===== src/rtl/spi_hold_pkg.sv =====
package spi_hold_pkg;
  typedef enum logic {
    HS_RUN   = 1'b0,
    HS_PAUSE = 1'b1
  } hold_state_e;

  typedef struct packed {
    logic cs_n;
    logic sck;
    logic sdi;
    logic hold_n;
  } pin_bus_t;

  localparam int PIN_W = $bits(pin_bus_t);
  localparam pin_bus_t PIN_IDLE = '{cs_n: 1'b1, sck: 1'b0, sdi: 1'b0, hold_n: 1'b1};
endpackage


===== src/rtl/spi_hold_sync.sv =====
module spi_hold_sync #(
  parameter int              STAGES = 2,
  parameter int              W      = 4,
  parameter logic [W-1:0]    RST    = '0
) (
  input  logic         clk_i,
  input  logic         rst_ni,
  input  logic [W-1:0] d_i,
  output logic [W-1:0] q_o
);
  logic [W-1:0] stage_q [STAGES];

  for (genvar s = 0; s < STAGES; s++) begin : g_stage
    if (s == 0) begin : g_first
      always_ff @(posedge clk_i or negedge rst_ni) begin
        if (!rst_ni) stage_q[s] <= RST;
        else         stage_q[s] <= d_i;
      end
    end else begin : g_next
      always_ff @(posedge clk_i or negedge rst_ni) begin
        if (!rst_ni) stage_q[s] <= RST;
        else         stage_q[s] <= stage_q[s-1];
      end
    end
  end

  assign q_o = stage_q[STAGES-1];
endmodule


===== src/rtl/spi_hold_edge.sv =====
module spi_hold_edge #(
  parameter logic IDLE = 1'b0
) (
  input  logic clk_i,
  input  logic rst_ni,
  input  logic lvl_i,
  output logic rise_o,
  output logic fall_o
);
  logic lvl_q;

  always_ff @(posedge clk_i or negedge rst_ni) begin
    if (!rst_ni) lvl_q <= IDLE;
    else         lvl_q <= lvl_i;
  end

  assign rise_o = lvl_i & ~lvl_q;
  assign fall_o = ~lvl_i & lvl_q;
endmodule


===== src/rtl/spi_hold_fsm.sv =====
module spi_hold_fsm
  import spi_hold_pkg::*;
(
  input  logic clk_i,
  input  logic rst_ni,
  input  logic cs_n_i,
  input  logic sck_i,
  input  logic hold_n_i,
  output logic paused_o,
  output logic paused_nxt_o,
  output logic drop_o
);
  hold_state_e state_q, state_d;

  always_comb begin
    state_d = state_q;
    if (cs_n_i) begin
      state_d = HS_RUN;
    end else if (!sck_i) begin
      // transitions only while the serial clock is low; a high clock defers them
      state_d = hold_n_i ? HS_RUN : HS_PAUSE;
    end
  end

  always_ff @(posedge clk_i or negedge rst_ni) begin
    if (!rst_ni) state_q <= HS_RUN;
    else         state_q <= state_d;
  end

  assign paused_o     = (state_q == HS_PAUSE);
  assign paused_nxt_o = (state_d == HS_PAUSE);
  assign drop_o       = paused_o & cs_n_i;
endmodule


===== src/rtl/spi_hold_pause.sv =====
module spi_hold_pause
  import spi_hold_pkg::*;
#(
  parameter int SYNC_STAGES = 2
) (
  input  logic clk_i,
  input  logic rst_ni,
  input  logic cs_n_i,
  input  logic sck_i,
  input  logic sdi_i,
  input  logic hold_n_i,
  output logic sck_rise_en_o,
  output logic sck_fall_en_o,
  output logic sdo_i,
  output logic sdo_hiz_o,
  output logic paused_o,
  output logic state_reset_o
);
  pin_bus_t pin_raw, pin_s;
  logic     cs_n_s, sck_s, sdi_s, hold_n_s;
  logic     sck_rise, sck_fall;
  logic     paused, paused_nxt, drop;

  assign pin_raw = '{cs_n: cs_n_i, sck: sck_i, sdi: sdi_i, hold_n: hold_n_i};

  // one synchronizer for all pins keeps their samples coherent
  spi_hold_sync #(
    .STAGES (SYNC_STAGES),
    .W      (PIN_W),
    .RST    (PIN_IDLE)
  ) u_sync (
    .clk_i  (clk_i),
    .rst_ni (rst_ni),
    .d_i    (pin_raw),
    .q_o    (pin_s)
  );

  assign cs_n_s   = pin_s.cs_n;
  assign sck_s    = pin_s.sck;
  assign sdi_s    = pin_s.sdi;
  assign hold_n_s = pin_s.hold_n;

  spi_hold_edge #(.IDLE(PIN_IDLE.sck)) u_edge (
    .clk_i  (clk_i),
    .rst_ni (rst_ni),
    .lvl_i  (sck_s),
    .rise_o (sck_rise),
    .fall_o (sck_fall)
  );

  spi_hold_fsm u_fsm (
    .clk_i        (clk_i),
    .rst_ni       (rst_ni),
    .cs_n_i       (cs_n_s),
    .sck_i        (sck_s),
    .hold_n_i     (hold_n_s),
    .paused_o     (paused),
    .paused_nxt_o (paused_nxt),
    .drop_o       (drop)
  );

  always_ff @(posedge clk_i or negedge rst_ni) begin
    if (!rst_ni) begin
      sck_rise_en_o <= 1'b0;
      sck_fall_en_o <= 1'b0;
      sdo_i         <= 1'b0;
      sdo_hiz_o     <= 1'b1;
      state_reset_o <= 1'b0;
    end else begin
      sck_rise_en_o <= sck_rise & ~cs_n_s & ~paused;
      // a fall that enters or leaves a pause is swallowed
      sck_fall_en_o <= sck_fall & ~cs_n_s & ~paused & ~paused_nxt;
      sdo_i         <= sdi_s;
      sdo_hiz_o     <= cs_n_s | paused_nxt;
      state_reset_o <= drop;
    end
  end

  assign paused_o = paused;
endmodule


===== config.mk =====
export PLATFORM = sky130hd
export DESIGN_NAME = spi_hold_pause
export DESIGN_NICKNAME = d
export VERILOG_FILES = /design/src/rtl/spi_hold_pkg.sv /design/src/rtl/spi_hold_sync.sv /design/src/rtl/spi_hold_edge.sv /design/src/rtl/spi_hold_fsm.sv /design/src/rtl/spi_hold_pause.sv
export SDC_FILE = /design/constraint.sdc
export NUM_CORES = 1
export LEC_CHECK = 0
export ABC_CLOCK_PERIOD_IN_PS = 1120
export BUFFER_PORTS_ARGS = -buffer_cell sky130_fd_sc_hd__clkbuf_2
export CAP_MARGIN = 20
export CORE_AREA = 2 2 39 41
export DETAILED_ROUTE_END_ITERATION = 8
export DIE_AREA = 0 0 41 43
export GPL_TIMING_DRIVEN = 0
export PLACE_DENSITY_LB_ADDON = 0.15
export REMOVE_ABC_BUFFERS = 1
export SLEW_MARGIN = 25
export SYNTH_ARGS = -nofsm -noshare
export SYNTH_HDL_FRONTEND = slang
export SYNTH_SLANG_ARGS = --single-unit

===== constraint.sdc =====
create_clock -name clk_i -period 1.12 [get_ports clk_i]
set_input_delay 0 -clock clk_i [delete_from_list [all_inputs] [get_ports clk_i]]
set_output_delay 0 -clock clk_i [all_outputs]
set_load 0.1 [all_outputs]

==> results.yml <==
finish:
  drive_gt1_share_pct: 53.5
  finalNonFillerCells: 59
  fin_area_um2: 604
  layout_commonest_cell: "dfrtp_1"
  area_growth_pct: 34.9
  antenna_cells: 0
  fin_nets: 50
  final_cell_mix: "dfrtp_1 (10), clkbuf_2 (9), dlygate4sd3_1 (5), dfstp_2 (5), clkbuf_4 (3)"
setup_path:
  start_kind: "flop"
  crit_type: "flop to primary output"
  cp-end-kind: "primary output"
  critPathMaxFanout: 1
  cp_slowest_cell: "dfstp_2"
  crit_chain: "buf_4"
  crit_arrival_ns: 1.06
  required_ns: 1.12
  cp_top_family: "flip-flops"
  crit_buf_inv: 1
  critPathMaxStageDelay_ns: 0.52
yosys:
  ys_seq_area_share_pct: 85.2
  synth-seq-cells: 15
  synth.distinct_cells: 9
  netlist_area_um2: 448
  ys.warnings.count: 0
  syn_inst: 23
  avgSynthCellArea_um2: 19.5
sta:
  setup_viol: 0
  finalCritPeriodShare_pct: 95.0
  clock.fmax_ghz: 0.939
  finalHoldViolations: 0
  tightestPinTransition_ns: 0.544
  fin_skew_ns: 0.000711
  rsz0062_at_grt: "no"
  finalMaxSlewViolations: 0
  period_minus_slack_ns: 1.06
  max_slew_margin_pct: 63.9
clock_tree:
  cts.clk_slew.worst_paths_ns: 0.08
  cts_buffers: 3
  cts_tree: "done"
  cts_setup_buffers: 0
  cts_sinks: 15
  h-tree-depth: 1
  clk_latency_ns: 0.27
  clk_path_buf_depth: 2
  cts_root_buffer: "clkbuf_4"
global_routing:
  use_met2_pct: 10.0
  grt_use_met3_pct: 3.14
  track_usage_pct: 8.70
  grt_pass1_wl_um: 924
  grt_pass1_vias: 227
  overflow: 0
  antenna_found_initial: 0
  use_met1_pct: 11.1
  grt_max_degree: 16
  grt-busiest-layer: "met1"
power_and_ir_drop:
  p_leak_uw: 0.000286
  internal_power_uw: 750
  power.switching_uw: 264
  powerDensity_nw_per_um2: 1680
  power_frac_seq_pct: 58.1
  power_frac_comb_pct: 13.8
  p_clk_share_pct: 28.1
  peakVddDrop_uv: 786
  swShare_pct: 26.1
hold_path:
  hold_class: "primary input to asynchronous set/reset pin"
routing:
  wl_per_cell_um: 9.58
  vias_per_cell: 4.02
  drc: 0
  drtPass1Iterations: 1
  final_antenna_net_count: 0
  dr_total_vias: 237
  totalWireLength_um: 565
  drt_iter0_drc: 0
status:
  status: "completed"
floorplanning:
  rows: 14
  coreArea_um2: 1380
  fp.dieH_um: 43
  die_w_um: 41
  start_util_pct: 32.4
  io_pins: 12
  dieArea_um2: 1760
placement:
  placed_area_um2: 523
  port_buffers: 11
  hpwl_um: 374
  place_inst: 50
  gp_congestion: 0.652
run:
  cap_viol_max_count: 0
==> final timing paths <==
path / start / endpoint / slack (ns) / cells after the start
worst min register to register: u_sync.q_o[1] / sdo_i / 0.35 / 0
max in group asynchronous: rst_ni / sdo_hiz_o / 0.65 / 2
worst max register to register: u_sync.q_o[0] / sck_fall_en_o / 0.20 / 2
min in group clk_i: u_sync.q_o[1] / sdo_i / 0.35 / 0
worst max-delay path: sdo_hiz_o / sdo_hiz_o / 0.06 / 1
worst min-delay path: rst_ni / sck_rise_en_o / 0.17 / 2
==> synthesized netlist by cell type <==
library cell  instances  area [um^2]
dfrtp_1              10          250
dfstp_2               5          131
nor2b_2               2         17.5
and2_1                1         6.26
and3_1                1         6.26
nor2_1                1         3.75
nor3_2                1         10.0
nor4b_2               1         15.0
o21bai_1              1         7.51
==> stage by stage <==
stage	worst slack (ns)	hold slack, ns	power (uW)	setup TNS (ns)	utilization, %
3_5_place_dp	0.185	-0.0751	725	0	37.8
6_report	0.0555	0.166	1010	0	43.7
4_1_cts	0.000236	0.170	1040	0	43.7
3_3_place_gp	0.185	-0.0808	723	0	37.8
2_1_floorplan	-0.217	-0.296	692	-0.742	-
5_1_grt	0.0172	0.169	1080	0	43.7
==> metal layers <==
layer,vias up,part of all wire (%)
li1,116,-
met1,110,44
met2,11,46
met3,0,10
met4,0,0
met5,-,0
==> state kept, by name, summed over array words and instances, names as in the netlist <==
name,cells
sck_rise_en_o,1
state_reset_o,1
sdo_i,1
u_edge.lvl_q,1
sck_fall_en_o,1
u_sync.q_o,4
u_fsm.paused_o,1
u_sync.stage_q,4
sdo_hiz_o,1
==> kinds of logic after synthesis <==
| family | synth area share (%) |
|---|---|
| flip-flops | 85.2 |
| AO/OA/AOI/OAI | 1.68 |
| AND/OR/NAND/NOR | 13.1 |
==> cell type report <==
type,instances,area (um^2)
multi-input cells,8,66.3
flip-flops and latches,15,382
repair buffers,16,110
clock buffers,4,26.3
fillers,129,779
well taps,16,20.0
==> worst register-to-register path: cells and delay by family (launching register included) <==
family / cells / cell delay, ns
and+or+nand+nor: 2 / 0.34
DFF: 1 / 0.52
==> power groups by stage <==
| stage | Combinational [uW] | Clock (uW) | Sequential, uW |
|---|---|---|---|
| after global placement | 124 | 0 | 599 |
| after floorplan | 14.1 | 0 | 678 |
| final | 140 | 286 | 589 |
| after detailed placement | 125 | 0 | 600 |
| after CTS | 141 | 306 | 590 |
| after global routing | 145 | 337 | 594 |
==> what timing repair did <==
action | in CTS | in global routing
hold buffers | 5 | 0
endpoints found under the setup margin | 2 | 2
gates resized for setup | 2 | 2
cloned | 0 | 0
endpoints found under the hold margin | 19 | 0
No activity file was read; power rests on OpenSTA's default activity.
